### src/rtl/vrot_pkg.sv
package vrot_pkg;
  // angle scale: 65536 units per full turn, one extra bit of headroom internally
  localparam int ANG_W = 16;
  localparam int ZW    = ANG_W + 1;
  localparam logic signed [ZW-1:0] QUARTER = 17'sd16384;

  // arctan(2^-i) in angle units, rounded to the nearest unit
  function automatic logic signed [ZW-1:0] atan_step(input int i);
    logic signed [ZW-1:0] v;
    case (i)
      0:  v = 17'sd8192;
      1:  v = 17'sd4836;
      2:  v = 17'sd2555;
      3:  v = 17'sd1297;
      4:  v = 17'sd651;
      5:  v = 17'sd326;
      6:  v = 17'sd163;
      7:  v = 17'sd81;
      8:  v = 17'sd41;
      9:  v = 17'sd20;
      10: v = 17'sd10;
      11: v = 17'sd5;
      12: v = 17'sd3;
      13: v = 17'sd1;
      14: v = 17'sd1;
      default: v = '0;
    endcase
    return v;
  endfunction
endpackage

### src/rtl/vrot_prerot.sv
module vrot_prerot
  import vrot_pkg::*;
#(
  parameter int DATA_W = 16,
  parameter int IW     = DATA_W + 2
) (
  input  logic                     inverse,
  input  logic signed [DATA_W-1:0] x_in,
  input  logic signed [DATA_W-1:0] y_in,
  input  logic signed [ANG_W-1:0]  theta,
  output logic signed [IW-1:0]     x0,
  output logic signed [IW-1:0]     y0,
  output logic signed [ZW-1:0]     z0
);
  localparam int GB = IW - DATA_W;

  logic signed [ZW-1:0] th_e;
  logic signed [ZW-1:0] ang;
  logic signed [IW-1:0] xe;
  logic signed [IW-1:0] ye;

  always_comb begin
    th_e = {theta[ANG_W-1], theta};
    ang  = inverse ? -th_e : th_e;
    xe   = {{GB{x_in[DATA_W-1]}}, x_in};
    ye   = {{GB{y_in[DATA_W-1]}}, y_in};
    if (!ang[ZW-1]) begin
      x0 = -ye;
      y0 = xe;
      z0 = ang - QUARTER;
    end else begin
      x0 = ye;
      y0 = -xe;
      z0 = ang + QUARTER;
    end
  end

  // residual angle must lie inside the convergence span of the micro-rotations
  always_comb begin
    assert_prerot_span_R3: assert (z0 <= QUARTER && z0 >= -QUARTER);
  end
endmodule

### src/rtl/vrot_step.sv
module vrot_step
  import vrot_pkg::*;
#(
  parameter int IW = 18,
  parameter int CW = 4
) (
  input  logic signed [IW-1:0] x,
  input  logic signed [IW-1:0] y,
  input  logic signed [ZW-1:0] z,
  input  logic [CW-1:0]        idx,
  output logic signed [IW-1:0] xn,
  output logic signed [IW-1:0] yn,
  output logic signed [ZW-1:0] zn
);
  logic signed [IW-1:0] xs;
  logic signed [IW-1:0] ys;
  logic signed [ZW-1:0] at;

  always_comb begin
    xs = x >>> idx;
    ys = y >>> idx;
    at = atan_step(int'(idx));
    if (!z[ZW-1]) begin
      xn = x - ys;
      yn = y + xs;
      zn = z - at;
    end else begin
      xn = x + ys;
      yn = y - xs;
      zn = z + at;
    end
  end
endmodule

### src/rtl/vrot_seq.sv
module vrot_seq #(
  parameter int ITERS = 16,
  parameter int CW    = 4
) (
  input  logic          clk,
  input  logic          rst_n,
  input  logic          start,
  output logic          load,
  output logic          busy,
  output logic          fin,
  output logic [CW-1:0] idx,
  output logic          done
);
  localparam logic [CW-1:0] LAST = CW'(ITERS - 1);

  logic          busy_q, busy_d;
  logic          done_q, done_d;
  logic [CW-1:0] cnt_q, cnt_d;
  logic          last;

  always_comb begin
    last   = (cnt_q == LAST);
    load   = start && !busy_q;
    fin    = busy_q && last;
    busy_d = busy_q;
    cnt_d  = cnt_q;
    done_d = 1'b0;
    if (load) begin
      busy_d = 1'b1;
      cnt_d  = '0;
    end else if (busy_q) begin
      if (last) begin
        busy_d = 1'b0;
        cnt_d  = '0;
        done_d = 1'b1;
      end else begin
        cnt_d  = cnt_q + 1'b1;
      end
    end
  end

  always_ff @(posedge clk or negedge rst_n) begin
    if (!rst_n) begin
      busy_q <= 1'b0;
      done_q <= 1'b0;
      cnt_q  <= '0;
    end else begin
      busy_q <= busy_d;
      done_q <= done_d;
      cnt_q  <= cnt_d;
    end
  end

  assign busy = busy_q;
  assign idx  = cnt_q;
  assign done = done_q;

  assert_done_pulse_R4: assert property (@(posedge clk) disable iff (!rst_n)
    done_q |=> !done_q);

  assert_done_after_last_R4: assert property (@(posedge clk) disable iff (!rst_n)
    $rose(done_q) |-> $past(busy_q) && !busy_q);

  assert_start_ignored_R6: assert property (@(posedge clk) disable iff (!rst_n)
    (busy_q && !last && start) |=> (busy_q && cnt_q == $past(cnt_q) + 1'b1));
endmodule

### src/rtl/vec_rotator.sv
module vec_rotator
  import vrot_pkg::*;
#(
  parameter int DATA_W = 16,
  parameter int ITERS  = 16
) (
  input  logic                       clk,
  input  logic                       rst_n,
  input  logic                       start,
  input  logic                       inverse,
  input  logic signed [DATA_W-1:0]   x_in,
  input  logic signed [DATA_W-1:0]   y_in,
  input  logic signed [ANG_W-1:0]    theta,
  output logic signed [DATA_W+1:0]   x_out,
  output logic signed [DATA_W+1:0]   y_out,
  output logic                       done
);
  localparam int IW = DATA_W + 2;
  localparam int CW = (ITERS > 1) ? $clog2(ITERS) : 1;

  logic                 load, busy, fin;
  logic [CW-1:0]        idx;
  logic signed [IW-1:0] x0, y0, xn, yn;
  logic signed [ZW-1:0] z0, zn;
  logic signed [IW-1:0] x_q, x_d, y_q, y_d, xo_q, xo_d, yo_q, yo_d;
  logic signed [ZW-1:0] z_q, z_d;

  vrot_prerot #(.DATA_W(DATA_W), .IW(IW)) u_pre (
    .inverse(inverse), .x_in(x_in), .y_in(y_in), .theta(theta),
    .x0(x0), .y0(y0), .z0(z0)
  );

  vrot_seq #(.ITERS(ITERS), .CW(CW)) u_seq (
    .clk(clk), .rst_n(rst_n), .start(start),
    .load(load), .busy(busy), .fin(fin), .idx(idx), .done(done)
  );

  vrot_step #(.IW(IW), .CW(CW)) u_step (
    .x(x_q), .y(y_q), .z(z_q), .idx(idx),
    .xn(xn), .yn(yn), .zn(zn)
  );

  always_comb begin
    x_d  = x_q;
    y_d  = y_q;
    z_d  = z_q;
    xo_d = xo_q;
    yo_d = yo_q;
    if (load) begin
      x_d = x0;
      y_d = y0;
      z_d = z0;
    end else if (busy) begin
      x_d = xn;
      y_d = yn;
      z_d = zn;
    end
    if (fin) begin
      xo_d = xn;
      yo_d = yn;
    end
  end

  always_ff @(posedge clk or negedge rst_n) begin
    if (!rst_n) begin
      x_q  <= '0;
      y_q  <= '0;
      z_q  <= '0;
      xo_q <= '0;
      yo_q <= '0;
    end else begin
      x_q  <= x_d;
      y_q  <= y_d;
      z_q  <= z_d;
      xo_q <= xo_d;
      yo_q <= yo_d;
    end
  end

  assign x_out = xo_q;
  assign y_out = yo_q;

  assert_out_hold_R8: assert property (@(posedge clk) disable iff (!rst_n)
    !fin |=> ($stable(x_out) && $stable(y_out)));

  assert_residual_small_R2: assert property (@(posedge clk) disable iff (!rst_n)
    done |-> (z_q <= 17'sd8 && z_q >= -17'sd8));
endmodule

### config.mk
export PLATFORM = sky130hd
export DESIGN_NAME = vec_rotator
export DESIGN_NICKNAME = d
export VERILOG_FILES = /design/src/rtl/vrot_pkg.sv /design/src/rtl/vrot_prerot.sv /design/src/rtl/vrot_step.sv /design/src/rtl/vrot_seq.sv /design/src/rtl/vec_rotator.sv
export SDC_FILE = /design/constraint.sdc
export NUM_CORES = 1
export LEC_CHECK = 0
export ABC_AREA = 1
export BUFFER_PORTS_ARGS = -buffer_cell sky130_fd_sc_hd__buf_2
export CORE_MARGIN = 3
export CORE_UTILIZATION = 25
export DETAILED_ROUTE_END_ITERATION = 10
export SKIP_LAST_GASP = 1
export SLEW_MARGIN = 0
export SYNTH_ARGS = -nofsm -noshare
export SYNTH_HDL_FRONTEND = slang
export SYNTH_SLANG_ARGS = --single-unit
### constraint.sdc
create_clock -name clk -period 3.8 [get_ports clk]
set_input_delay 0.38 -clock clk [delete_from_list [all_inputs] [get_ports clk]]
set_output_delay 0.38 -clock clk [all_outputs]
set_load 0.005 [all_outputs]
Word level (Yosys, flattened, before mapping)

Memories as Yosys holds them, arrays and structs flattened.
Cells that the tools add are included.

$add $sub $neg: 12
Equal/unequal tests: 1
Shift-type cells: 2
Multiplexer cells: 22
Reductions and logical operators: 4

Operators by type and width:

| kind                     | number |
|---|---|
| $mux W18                 | 8 |
| $mux W17                 | 5 |
| $add A18 B18 Y18         | 2 |
| $neg A16 Y18             | 2 |
| $sshr A18 B4 Y18         | 2 |
| $sub A18 B18 Y18         | 2 |
| $add A17 B16 Y17 const B | 1 |
| $add A17 B17 Y17         | 1 |
| $neg A16 Y17             | 1 |
| $sub A17 B16 Y17 const B | 1 |
| $sub A17 B17 Y17         | 1 |
| $mux W4                  | 3 |
| $mux W1                  | 6 |
| $add A4 B1 Y4 const B    | 1 |
| $eq A4 B4 Y1 const B     | 1 |
| $logic_and A1 B1 Y1      | 2 |
| $reduce_bool A2 Y1       | 1 |
| $logic_not A1 Y1         | 1 |

Register bits after elaboration: 95
ROM bits: 224
Input port bits: 52
Word-level logic and storage cells: 50
Memories kept: 1

Memories:

| name            | words | width | rd ports | clocked after memory_dff | write ports | RTL line       | text |
|---|---|---|---|---|---|---|---|
| (no name shown) | 16    | 14    | 1        | 0                        | 0           | vrot_pkg.sv:10 | `case (i)` |

Depth between registers and ports, before layout

Gate-level depths: netlist of the first run.

Word-level depth: 5
Mapped depth: 31
Depth with buffers taken out: 28

Hierarchy

Synthesis of the first run repeated with hierarchy kept, for this count alone.

Cells, all modules: 1725
Area, all modules: 10750.3 um^2

By module, submodules not included:

| module      | times used | cells an instance | area an instance (um^2) | seq. area each (um^2) |
|---|---|---|---|---|
| vrot_step   | 1          | 926               | 5058.6                  | 0.0 |
| vec_rotator | 1          | 441               | 3809.9                  | 2227.1 |
| vrot_prerot | 1          | 326               | 1606.5                  | 0.0 |
| vrot_seq    | 1          | 32                | 275.3                   | 150.1 |

Least setup slack after synthesis of the first run

No wires, ideal clock.

Path type: register to register
Start point: register u_seq.cnt_q[1], in the netlist u_seq.idx[1]
End point: register z_q[15]
Arrival time: 3.797 ns
Data required time: 3.669 ns
Setup slack: -0.127 ns
Stages on the path, launching flop included: 31
Buffers on the path: 3
Clock period less this slack: 3.927 ns
Path through: dfrtp_1 -> buf_6 -> inv_4 -> buf_8 -> buf_6 -> ha_1 -> inv_1 -> nand2_1 -> o21ai_0 -> or2_2 -> o21ai_0 -> inv_1 -> ha_1 -> inv_1 -> nor3_1 -> nand2_1 -> o21ai_0 -> xor2_1 -> ha_1 -> nand2_1 -> nor2_1 -> nand3_1 -> nand3_1 -> nand3_1 -> nand2_1 -> nand2_1 -> nand2_1 -> a21oi_1 -> or2_2 -> nand3_1 -> o211ai_1

Longest elaborated chain between the ends: 5
Elaborated cells on any way between the ends: 6
Classes of those cells: add/sub: 2; mux: 3; memory: 1

Ends and longest elaborated chain:

| item                                                        | RTL line                         | text |
|---|---|---|
| start, declared                                             | vrot_seq.sv:18                   | `logic [CW-1:0] cnt_q, cnt_d;` |
| start signal, assigned                                      | vrot_seq.sv:50                   | `cnt_q <= cnt_d;` |
| $mem_v2 Z16 W14 (*)                                         | -                                |  |
| $sub A17 B17 Y17 / $add A17 B17 Y17 (equally long branches) | vrot_step.sv:26, vrot_step.sv:30 |  |
| $mux W17 (*)                                                | vrot_step.sv:23                  | `if (!z[ZW-1]) begin` |
| $mux W17 (*)                                                | vec_rotator.sv:53                | `end else if (busy) begin` |
| $mux W17 (*)                                                | vec_rotator.sv:49                | `if (load) begin` |
| end signal, assigned                                        | vec_rotator.sv:74                | `z_q <= z_d;` |
| end, declared                                               | vec_rotator.sv:26                | `logic signed [ZW-1:0] z_q, z_d;` |

Every way passes the cells marked *; elsewhere a longest branch is shown, timed or not. The select of a mux whose other input is x is not followed.
A chain may end at the register's enable or synchronous reset.

Worst setup path after layout of the first run

Start point: register u_seq.cnt_q[0], in the netlist u_seq.idx[0]
End point: register y_q[17]

Longest elaborated chain between the ends: 5
Elaborated cells on any way between the ends: 6
Classes of those cells: add/sub: 2; shift: 1; mux: 3

Ends and longest elaborated chain:

| item                                                        | RTL line                         | text |
|---|---|---|
| $sshr A18 B4 Y18 (*)                                        | vrot_step.sv:20                  | `xs = x >>> idx;` |
| $add A18 B18 Y18 / $sub A18 B18 Y18 (equally long branches) | vrot_step.sv:25, vrot_step.sv:29 |  |
| $mux W18 (*)                                                | vrot_step.sv:23                  |  |
| $mux W18 (*)                                                | vec_rotator.sv:53                |  |
| $mux W18 (*)                                                | vec_rotator.sv:49                |  |
| end signal, assigned                                        | vec_rotator.sv:73                | `y_q <= y_d;` |
| end, declared                                               | vec_rotator.sv:25                | `logic signed [IW-1:0] x_q, x_d, y_q, y_d, xo_q, xo_d, yo_q, yo_d;` |

Marked as above.

==> results of run 1 <==
registers in the layout, indices dropped and copies added, names as in the netlist:
register and flops:
y_out 18, x_out 18, u_seq.busy 1, u_seq.idx 4
u_seq.done 1, x_q 18, y_q 18, z_q 17
kinds of logic after synthesis:
logic type | count (synthesis)
AO/OA/AOI/OAI | 285
XOR/XNOR | 85
AND/OR/NAND/NOR | 858
adder cells (fa/ha/maj) | 67
buffers and inverters | 202
flip-flops | 95
through the flow:
step	std cells	area, um^2	hold WS, ns	TNS (ns)
2_1_floorplan	1592	10200	0.0844	0
3_3_place_gp	2323	12300	0.459	-2.97
6_report	2383	14800	0.106	0
3_5_place_dp	2323	12300	0.461	-4.09
5_1_grt	2383	14800	0.176	-2.73
4_1_cts	2357	13200	0.147	-0.0732
what timing repair did:
action	CTS	global route
resized for setup	91	331
endpoints found under the setup margin	38	50
pin swaps	43	148
buffers inserted	17	26
cloned	1	2
area by class of cell:
| class | instances | area, um^2 | share of cell area (%) |
|---|---|---|---|
| clock buffers | 9 | 225 | 1.52 |
| clock inverters | 7 | 83.8 | 0.567 |
| inverters | 139 | 534 | 3.61 |
| multi-input cells | 1295 | 8580 | 58.0 |
| flip-flops and latches | 95 | 2380 | 16.1 |
| well taps | 525 | 657 | 4.44 |
| repair buffers | 313 | 2330 | 15.8 |
placed cells by master, fill, tap and decap left out, types with 15 or more instances in the layout:
cell | netlist | routed
a21oi_1 | 90 | 58
a21oi_2 | 3 | 28
a31oi_1 | 20 | 18
buf_2 | 21 | 87
buf_4 | 4 | 203
dfrtp_1 | 95 | 92
ha_1 | 63 | 40
ha_4 | 0 | 19
inv_1 | 134 | 121
inv_2 | 2 | 15
nand2_1 | 462 | 387
nand2_2 | 4 | 59
nand2_4 | 0 | 19
nand3_1 | 196 | 133
nand3_2 | 7 | 60
nor2_1 | 126 | 99
nor2_2 | 2 | 17
nor3_1 | 24 | 16
o211ai_1 | 22 | 22
o21ai_0 | 110 | 77
o21ai_1 | 5 | 15
o21ai_2 | 3 | 24
xnor2_1 | 29 | 24
xor2_1 | 56 | 47
worst max-delay path, cell delays in order, from the launching register on:
cell and delay (ns):
dfrtp_2 0.50, inv_8 0.10, clkbuf_16 0.17, nand2_1 0.10, nand3_2 0.10, nand3_2 0.10, nand3_2 0.09, nand2_2 0.11
ha_4 0.16, nand3_4 0.09, nor3b_4 0.28, buf_4 0.16, a21oi_1 0.07, xor2_1 0.17, ha_1 0.35, nand2_2 0.11
o21a_1 0.21, buf_4 0.13, nand2_1 0.08, nand3_2 0.09, o311ai_4 0.10, inv_1 0.10, nand3_2 0.10, nand3_2 0.07
a21oi_2 0.15
per-layer routing:
metal,routed length (um),global-route usage (%),vias up
met5,0,0,-
met4,1740,7.02,0
met3,1480,2.18,92
met2,18800,28.9,304
met1,16800,21.7,5636
li1,-,-,5843
how the worst max path moves through the flow:
stage                                   startpoint                     to  slack [ns]  depth (start not counted)
after global routing      u_seq.idx[0]$_DFFE_PN0P_  x_out[17]$_DFFE_PN0P_       -0.19                         26
after CTS                 u_seq.idx[0]$_DFFE_PN0P_    z_q[15]$_DFFE_PN0P_       -0.04                         27
final                     u_seq.idx[0]$_DFFE_PN0P_    y_q[17]$_DFFE_PN0P_        0.05                         24
after global placement    u_seq.idx[0]$_DFFE_PN0P_    z_q[15]$_DFFE_PN0P_       -0.28                         24
after floorplan           u_seq.idx[1]$_DFFE_PN0P_    z_q[15]$_DFFE_PN0P_       0.009                         30
after detailed placement  u_seq.idx[0]$_DFFE_PN0P_    z_q[15]$_DFFE_PN0P_       -0.37                         23
==> results.sh, run 1 <==
export IMPL_status="completed"
export IMPL_clock_fmax_mhz=267
export IMPL_synth_nets=1711
export IMPL_grt_setup_unrepaired="true"
export IMPL_die_area_mm2=0.0431
export IMPL_grt_antenna_before_repair=0
export IMPL_grt_pass1_vias=11300
export IMPL_dp_slack_ns=-0.373
export IMPL_drc=0
export IMPL_finalSetupViolCount=0
export IMPL_yosysSeqAreaShare_pct=23.4
export IMPL_rows=73
export IMPL_die_h_um=208
export IMPL_async_flop_share_pct=100
export IMPL_ios=89
export IMPL_min_period_ns=3.75
export IMPL_coreArea_mm2=0.0399
export IMPL_synth_main_ff_cell="dfrtp_1"
export IMPL_nFillCells=4152
export IMPL_grt_usage_pct=17.0
export IMPL_relSlewSlack_pct=26.1
export IMPL_gp_congestion=0.931
export IMPL_cts_max_level=3
export IMPL_clock_latency_ns=0.38
export IMPL_worstMarginPinSlew_ns=1.10
export IMPL_drt_iter0_drc=735
export IMPL_r2r_end="y_q[17]$_DFFE_PN0P_"
export IMPL_synth_area_leaders="dfrtp_1 (23%), nand2_1 (17%), nand3_1 (9.7%), ha_1 (7.8%), o21ai_0 (5.4%)"
export IMPL_yosysTopAreaCellShare_pct=23.4
export IMPL_synth_most_common_cell="nand2_1"
export IMPL_grt_overflow=0
export IMPL_avgSynthCellArea_um2=6.38
export IMPL_fin_worst_skew_ns=0.0141
export IMPL_cts_buffer_depth=2
export IMPL_grt_pass1_wl_um=59600
export IMPL_ys_warn_count=0
export IMPL_synthCells=1592
export IMPL_synth_area_mux_share_pct=0
export IMPL_synth_edf_count=0
export IMPL_worstSetupPathType="register to register"
export IMPL_start_util_pct=25.4
export IMPL_synth_compound_area_share_pct=15.9
export IMPL_holdBufCountCts=0
export IMPL_nNetsFinal=1972
export IMPL_synth_seq_cells=95
export IMPL_synth_area_mm2=0.0102
export IMPL_drtAntennaViolNets=0
export IMPL_numCtsBuffers=9
export IMPL_wl_per_cell_um=16.3
export IMPL_cts_tree="built"
export IMPL_yosysTopAreaCell="dfrtp_1"
export IMPL_fp_dieW_um=208
export IMPL_port_buffers=88
export IMPL_synth_xor_area_share_pct=7.33
export IMPL_dpl_hpwl_um=28700
export IMPL_finalWirelength_um=38800
export IMPL_grt_max_degree=62
export IMPL_synth_distinct_cells=53
export IMPL_reg2regPathDepth=24
export IMPL_cp_end_kind="register"
export IMPL_setup_slack_ns=0.0550
export IMPL_yosys_top_cells_count="nand2_1 (462), nand3_1 (196), inv_1 (134)"
export IMPL_final_hold_viol_count=0
export IMPL_arrival_ns=4.06
export IMPL_cts_root_buf="clkbuf_16"
export IMPL_firstDrtPassIters=5
export IMPL_maxCapViolations=0
export IMPL_crit_required_ns=4.12
export IMPL_drive_gt1_share_pct=35.6
export IMPL_period_share_pct=98.6
export IMPL_fin_util_pct=37.1
export IMPL_post_drt_via_cell_ratio=4.98
export IMPL_synth_fa_ha_area_share_pct=8.55
export IMPL_path_clk_slew_ns=0.08
export IMPL_synth_top_family_by_area="simple AND/OR/NAND/NOR gates"
export IMPL_synthToLayoutAreaGrowth_pct=45.7
export IMPL_synth_simple_area_share_pct=36.2
export IMPL_hold_class="input port to asynchronous set/reset pin"
export IMPL_antenna_cells=0
export IMPL_slew_violations=0
export IMPL_via_count=11900
export IMPL_crit_fanout=8
export IMPL_cts_sinks=95
export IMPL_startpoint_type="register"
export IMPL_r2r_start="u_seq.idx[0]$_DFFE_PN0P_"
export IMPL_r2r_setup_slack_ns=0.05
Power of run 1 is left out: the tool's default activity adds up to more than one toggle a clock period on the data nets, which glitch-free logic cannot reach.
==> inputs of run 2 (changes only) <==
--- a/config.mk
+++ b/config.mk
@@ -9,7 +9,9 @@
 export BUFFER_PORTS_ARGS = -buffer_cell sky130_fd_sc_hd__buf_2
 export CORE_MARGIN = 3
 export CORE_UTILIZATION = 25
+export CTS_CLUSTER_SIZE = 25
 export DETAILED_ROUTE_END_ITERATION = 10
+export MAX_ROUTING_LAYER = met4
 export SKIP_LAST_GASP = 1
 export SLEW_MARGIN = 0
 export SYNTH_ARGS = -nofsm -noshare
==> run 2 against run 1 <==
Net effect:
- the flow now finishes with violations (setup timing)
- first-iteration DRC count decreased by 7.9%
- wire length decreased by 2.9%
- utilization decreased by 2.7 points
- hold slack got worse by 0.044 ns
- via count decreased by 2.0%
- sequential share of layout area increased by 1.3 points
- critical path depth decreased by 1
- register-to-register slack got worse by 0.09 ns
- global-route usage increased by 0.62 points
- largest cell class unchanged
==> results.sh, run 2 (synthesis gave the netlist of run 1 again) <==
export IMPL_wl_per_cell_um=15.8
export IMPL_worstMarginPinSlew_ns=1.15
export IMPL_path_depth=23
export IMPL_antenna_cells=0
export IMPL_drt_iter0_drc=677
export IMPL_cts_max_level=3
export IMPL_multi_input_area_mm2=0.00758
export IMPL_maxCapViolations=0
export IMPL_cp_end_kind="register"
export IMPL_design_area_mm2=0.0137
export IMPL_fin_worst_skew_ns=0.0101
export IMPL_critPathMaxStageDelay_ns=0.39
export IMPL_cts_buffer_depth=2
export IMPL_drtAntennaViolNets=0
export IMPL_clock_latency_ns=0.38
export IMPL_die_area_mm2=0.0431
export IMPL_drc=0
export IMPL_ios=89
export IMPL_finalSetupViolCount=4
export IMPL_coreArea_mm2=0.0399
export IMPL_violations="setup timing"
export IMPL_hold_class="input port to asynchronous set/reset pin"
export IMPL_grt_pass1_wl_um=59800
export IMPL_setup_slack_ns=-0.0391
export IMPL_grt_overflow=0
export IMPL_via_count=11600
export IMPL_start_util_pct=25.4
export IMPL_grt_antenna_before_repair=0
export IMPL_startpoint_type="register"
export IMPL_numCtsBuffers=9
export IMPL_cpMostUsedCell="nand3_2"
export IMPL_period_share_pct=101
export IMPL_cts_tree="built"
export IMPL_grt_max_degree=57
export IMPL_slew_violations=0
export IMPL_status="finished, violations left"
export IMPL_port_buffers=88
export IMPL_grt_setup_unrepaired="true"
export IMPL_crit_family="simple AND/OR/NAND/NOR gates"
export IMPL_die_h_um=208
export IMPL_finalWirelength_um=37700
export IMPL_final_common_cell="nand2_1"
export IMPL_clock_fmax_mhz=260
export IMPL_cp_slowest_cell="dfrtp_1"
export IMPL_crit_fanout=10
export IMPL_gp_congestion=0.947
export IMPL_critical_path_buf_inv_count=5
export IMPL_seq_area_mm2=0.00238
export IMPL_rows=73
export IMPL_final_hold_viol_count=0
export IMPL_reg2regPathDepth=23
export IMPL_crit_required_ns=4.12
export IMPL_fin_util_pct=34.3
export IMPL_nNetsFinal=1971
export IMPL_cts_root_buf="clkbuf_16"
export IMPL_firstDrtPassIters=5
export IMPL_min_period_ns=3.84
export IMPL_path_clk_slew_ns=0.08
export IMPL_dp_slack_ns=-0.278
export IMPL_path_cells="buf_6 > inv_8 > buf_12 > nand2_1 > nand3_1 > nand3_2 > nand3_2 > nand2_2 > ha_2 > nand3_2 > nor3b_4 > buf_4 > a21oi_1 > xor2_1 > ha_1 > nand2_2 > buf_4 > nor4_4 > a21boi_2 > or2_2 > nand3_1 > nand2_1 > a21oi_2"
export IMPL_worstSetupPathType="register to register"
export IMPL_relSlewSlack_pct=23.1
export IMPL_post_drt_via_cell_ratio=4.89
export IMPL_placed_cell_area_mm2=0.0124
export IMPL_nFillCells=4249
export IMPL_arrival_ns=4.16
export IMPL_synthToLayoutAreaGrowth_pct=34.9
export IMPL_mostFrequentLayoutCells="nand2_1 (434), buf_4 (212), nand3_1 (170)"
export IMPL_whs_ns=0.0623
export IMPL_cts_sinks=95
export IMPL_drive_gt1_share_pct=27.3
export IMPL_fp_dieW_um=208
export IMPL_dpl_hpwl_um=28900
export IMPL_grt_pass1_vias=11400
export IMPL_grt_usage_pct=17.6
==> run 2: cell count changes in the layout (fill, tap and decap cells not counted), sizes merged <==
cell | previous run | this run
clkbuf | 11 | 12
buf | 311 | 310
inv | 142 | 141
bufinv | 1 | 2
clkinvlp | 1 | 0
==> run 2: cell type report <==
class	count	area share, %
Clock buffer	11	1.77
Clock inverter	5	0.649
Inverter	139	3.88
Multi-Input combinational cell	1295	55.3
Sequential cell	95	17.4
Tap cell	525	4.80
Timing Repair Buffer	311	16.1
Timing Repair inverter	1	0.0457
==> run 2: final timing paths <==
check	startpoint	end	slack, ns
max reg2reg	u_seq.idx[0]$_DFFE_PN0P_	y_q[15]$_DFFE_PN0P_	-0.04
min reg2reg	x_out[1]$_DFFE_PN0P_	x_out[1]$_DFFE_PN0P_	0.47
max	u_seq.idx[0]$_DFFE_PN0P_	y_q[15]$_DFFE_PN0P_	-0.04
min in group clk	x_in[0]	y_q[0]$_DFFE_PN0P_	0.30
max in group asynchronous	rst_n	x_out[9]$_DFFE_PN0P_	2.92
min	rst_n	z_q[14]$_DFFE_PN0P_	0.06
==> run 2: metal layers <==
metal / global-route usage (%) / up-vias / wire [um]
met5: - / - / 0
met4: 6.76 / 0 / 1370
met3: 1.75 / 63 / 1300
met2: 29.7 / 267 / 18000
met1: 21.7 / 5470 / 17000
li1: - / 5838 / -
==> run 2: repair_timing <==
| item | in CTS | in global routing |
|---|---|---|
| gates cloned | 2 | 1 |
| buffers inserted | 11 | 19 |
| resized for setup | 67 | 124 |
| endpoints found under the setup margin | 38 | 52 |
| hold buffers | 0 | 0 |
| pin swaps | 25 | 47 |
==> run 2: stage by stage <==
stage / TNS (ns) / instances
6_report: -0.0682 / 2382
5_1_grt: -6.75 / 2382
4_1_cts: -0.0125 / 2362
3_5_place_dp: -4.53 / 2333
3_3_place_gp: -3.28 / 2333
2_1_floorplan: 0 / 1592
Power of run 2 is left out for the same reason.
==> inputs of run 3 (changes only) <==
--- a/config.mk
+++ b/config.mk
@@ -7,11 +7,14 @@
 export LEC_CHECK = 0
 export ABC_AREA = 1
 export BUFFER_PORTS_ARGS = -buffer_cell sky130_fd_sc_hd__buf_2
+export CELL_PAD_IN_SITES_DETAIL_PLACEMENT = 0
+export CELL_PAD_IN_SITES_GLOBAL_PLACEMENT = 1
 export CORE_MARGIN = 3
 export CORE_UTILIZATION = 25
 export CTS_CLUSTER_SIZE = 25
 export DETAILED_ROUTE_END_ITERATION = 10
 export MAX_ROUTING_LAYER = met4
+export PLACE_DENSITY_LB_ADDON = 0.1
 export SKIP_LAST_GASP = 1
 export SLEW_MARGIN = 0
 export SYNTH_ARGS = -nofsm -noshare
==> run 3 against run 2 <==
Net effect:
- the run ends with hold timing, setup timing left
- global-route usage grew 3.9 points
- worst setup slack lost 0.034 ns
- sequential cell count is the same
==> results.sh, run 3 (synthesis gave the netlist of run 1 again) <==
export IMPL_status="finished, violations left"
export IMPL_violations="hold timing, setup timing"
export IMPL_maxCapViolations=0
export IMPL_grt_setup_unrepaired="true"
export IMPL_grt_usage_pct=21.4
export IMPL_r2r_setup_slack_ns=-0.07
export IMPL_wl_per_cell_um=18.1
export IMPL_post_drt_via_cell_ratio=4.80
export IMPL_critical_path_buf_inv_count=6
export IMPL_grt_overflow=0
export IMPL_startpoint_type="register"
export IMPL_numCtsBuffers=9
export IMPL_via_count=12200
export IMPL_period_share_pct=102
export IMPL_ios=89
export IMPL_critPathMaxStageDelay_ns=0.43
export IMPL_finalSetupViolCount=12
export IMPL_drtAntennaViolNets=0
export IMPL_grt_pass1_wl_um=69900
export IMPL_rows=73
export IMPL_clock_latency_ns=0.38
export IMPL_cts_buffer_depth=2
export IMPL_fp_dieW_um=208
export IMPL_worstMarginPinSlew_ns=0.900
export IMPL_fin_util_pct=41.3
export IMPL_grt_pass1_vias=11800
export IMPL_port_buffers=88
export IMPL_reg2regPathDepth=26
export IMPL_grt_antenna_before_repair=0
export IMPL_setup_slack_ns=-0.0729
export IMPL_critPathCapture="y_q[13]$_DFFE_PN0P_"
export IMPL_grt_max_degree=96
export IMPL_whs_ns=-0.0217
export IMPL_slew_violations=0
export IMPL_final_hold_viol_count=6
export IMPL_drt_iter0_drc=646
export IMPL_cts_max_level=3
export IMPL_mostFrequentLayoutCells="nand2_1 (358), buf_4 (330), inv_1 (115)"
export IMPL_firstDrtPassIters=5
export IMPL_crit_required_ns=4.12
export IMPL_final_common_cell="nand2_1"
export IMPL_r2r_start="u_seq.idx[0]$_DFFE_PN0P_"
export IMPL_dpl_hpwl_um=35800
export IMPL_r2r_end="y_q[13]$_DFFE_PN0P_"
export IMPL_path_clk_slew_ns=0.08
export IMPL_cts_sinks=95
export IMPL_nNetsFinal=2123
export IMPL_die_area_mm2=0.0431
export IMPL_die_h_um=208
export IMPL_cp_end_kind="register"
export IMPL_critPathLaunch="u_seq.idx[0]$_DFFE_PN0P_"
export IMPL_cts_root_buf="clkbuf_16"
export IMPL_fin_worst_skew_ns=0.0136
export IMPL_hold_class="input port to asynchronous set/reset pin"
export IMPL_synthToLayoutAreaGrowth_pct=62.4
export IMPL_cp_slowest_cell="dfrtp_2"
export IMPL_relSlewSlack_pct=40.0
export IMPL_drc=0
export IMPL_gp_congestion=0.913
export IMPL_antenna_cells=0
export IMPL_start_util_pct=25.4
export IMPL_finalWirelength_um=46000
export IMPL_arrival_ns=4.19
export IMPL_nFillCells=4115
export IMPL_crit_family="simple AND/OR/NAND/NOR gates"
export IMPL_clock_fmax_mhz=258
export IMPL_drive_gt1_share_pct=44.1
export IMPL_path_depth=26
export IMPL_coreArea_mm2=0.0399
export IMPL_cts_tree="built"
export IMPL_min_period_ns=3.87
export IMPL_crit_fanout=7
export IMPL_worstSetupPathType="register to register"
## run 3: cell count changes in the layout (fill, tap and decap cells not counted), moves of 14 or more
cell and delta:
a21oi_1 -15, buf_4 +118, buf_6 +22, inv_1 -16, inv_2 +14, nand2_1 -76, nand2_2 +46, nand2_4 +30
nand3_1 -59, nand3_2 +51
## run 3: cell type report
type	count	area (um^2)	share of cell area [%]
Clock buffer	10	239	1.45
Multi-Input combinational cell	1295	9030	54.7
Sequential cell	95	2380	14.4
Inverter	139	542	3.28
Tap cell	525	657	3.98
Timing Repair Buffer	464	3600	21.8
Clock inverter	6	51.3	0.311
## run 3: per-layer routing
layer	track usage (%)	up-vias	part of all wire, %
met1	32.8	5816	54
met4	4.52	0	1.4
met3	1.96	34	2.8
li1	-	6130	-
met2	30.4	188	42
met5	-	-	0
## run 3: stage by stage
step	worst slack [ns]	cell area, um^2	instances	setup TNS [ns]
6_report	-0.0729	16500	2534	-0.393
5_1_grt	-0.272	16500	2534	-6.47
4_1_cts	-0.0603	15000	2510	-0.216
3_5_place_dp	-0.552	13300	2453	-13.52
3_3_place_gp	-0.461	13300	2453	-13.12
2_1_floorplan	0.00885	10200	1592	0
## run 3: what timing repair did
item,4_1_cts,5_1_grt
resized for setup,249,299
hold buffers,0,0
endpoints found under the setup margin,52,54
gates cloned,4,0
pin swaps,94,165
buffers inserted,40,29
## run 3: how the worst min path moves through the flow
stage,end,slack (ns)
3_5_place_dp,x_out[0]$_DFFE_PN0P_,0.46
4_1_cts,x_out[14]$_DFFE_PN0P_,0.04
3_3_place_gp,x_out[0]$_DFFE_PN0P_,0.46
5_1_grt,x_q[14]$_DFFE_PN0P_,0.04
6_report,x_out[14]$_DFFE_PN0P_,-0.02
2_1_floorplan,u_seq.busy$_DFF_PN0_,0.08
Power of run 3 is left out for the same reason.
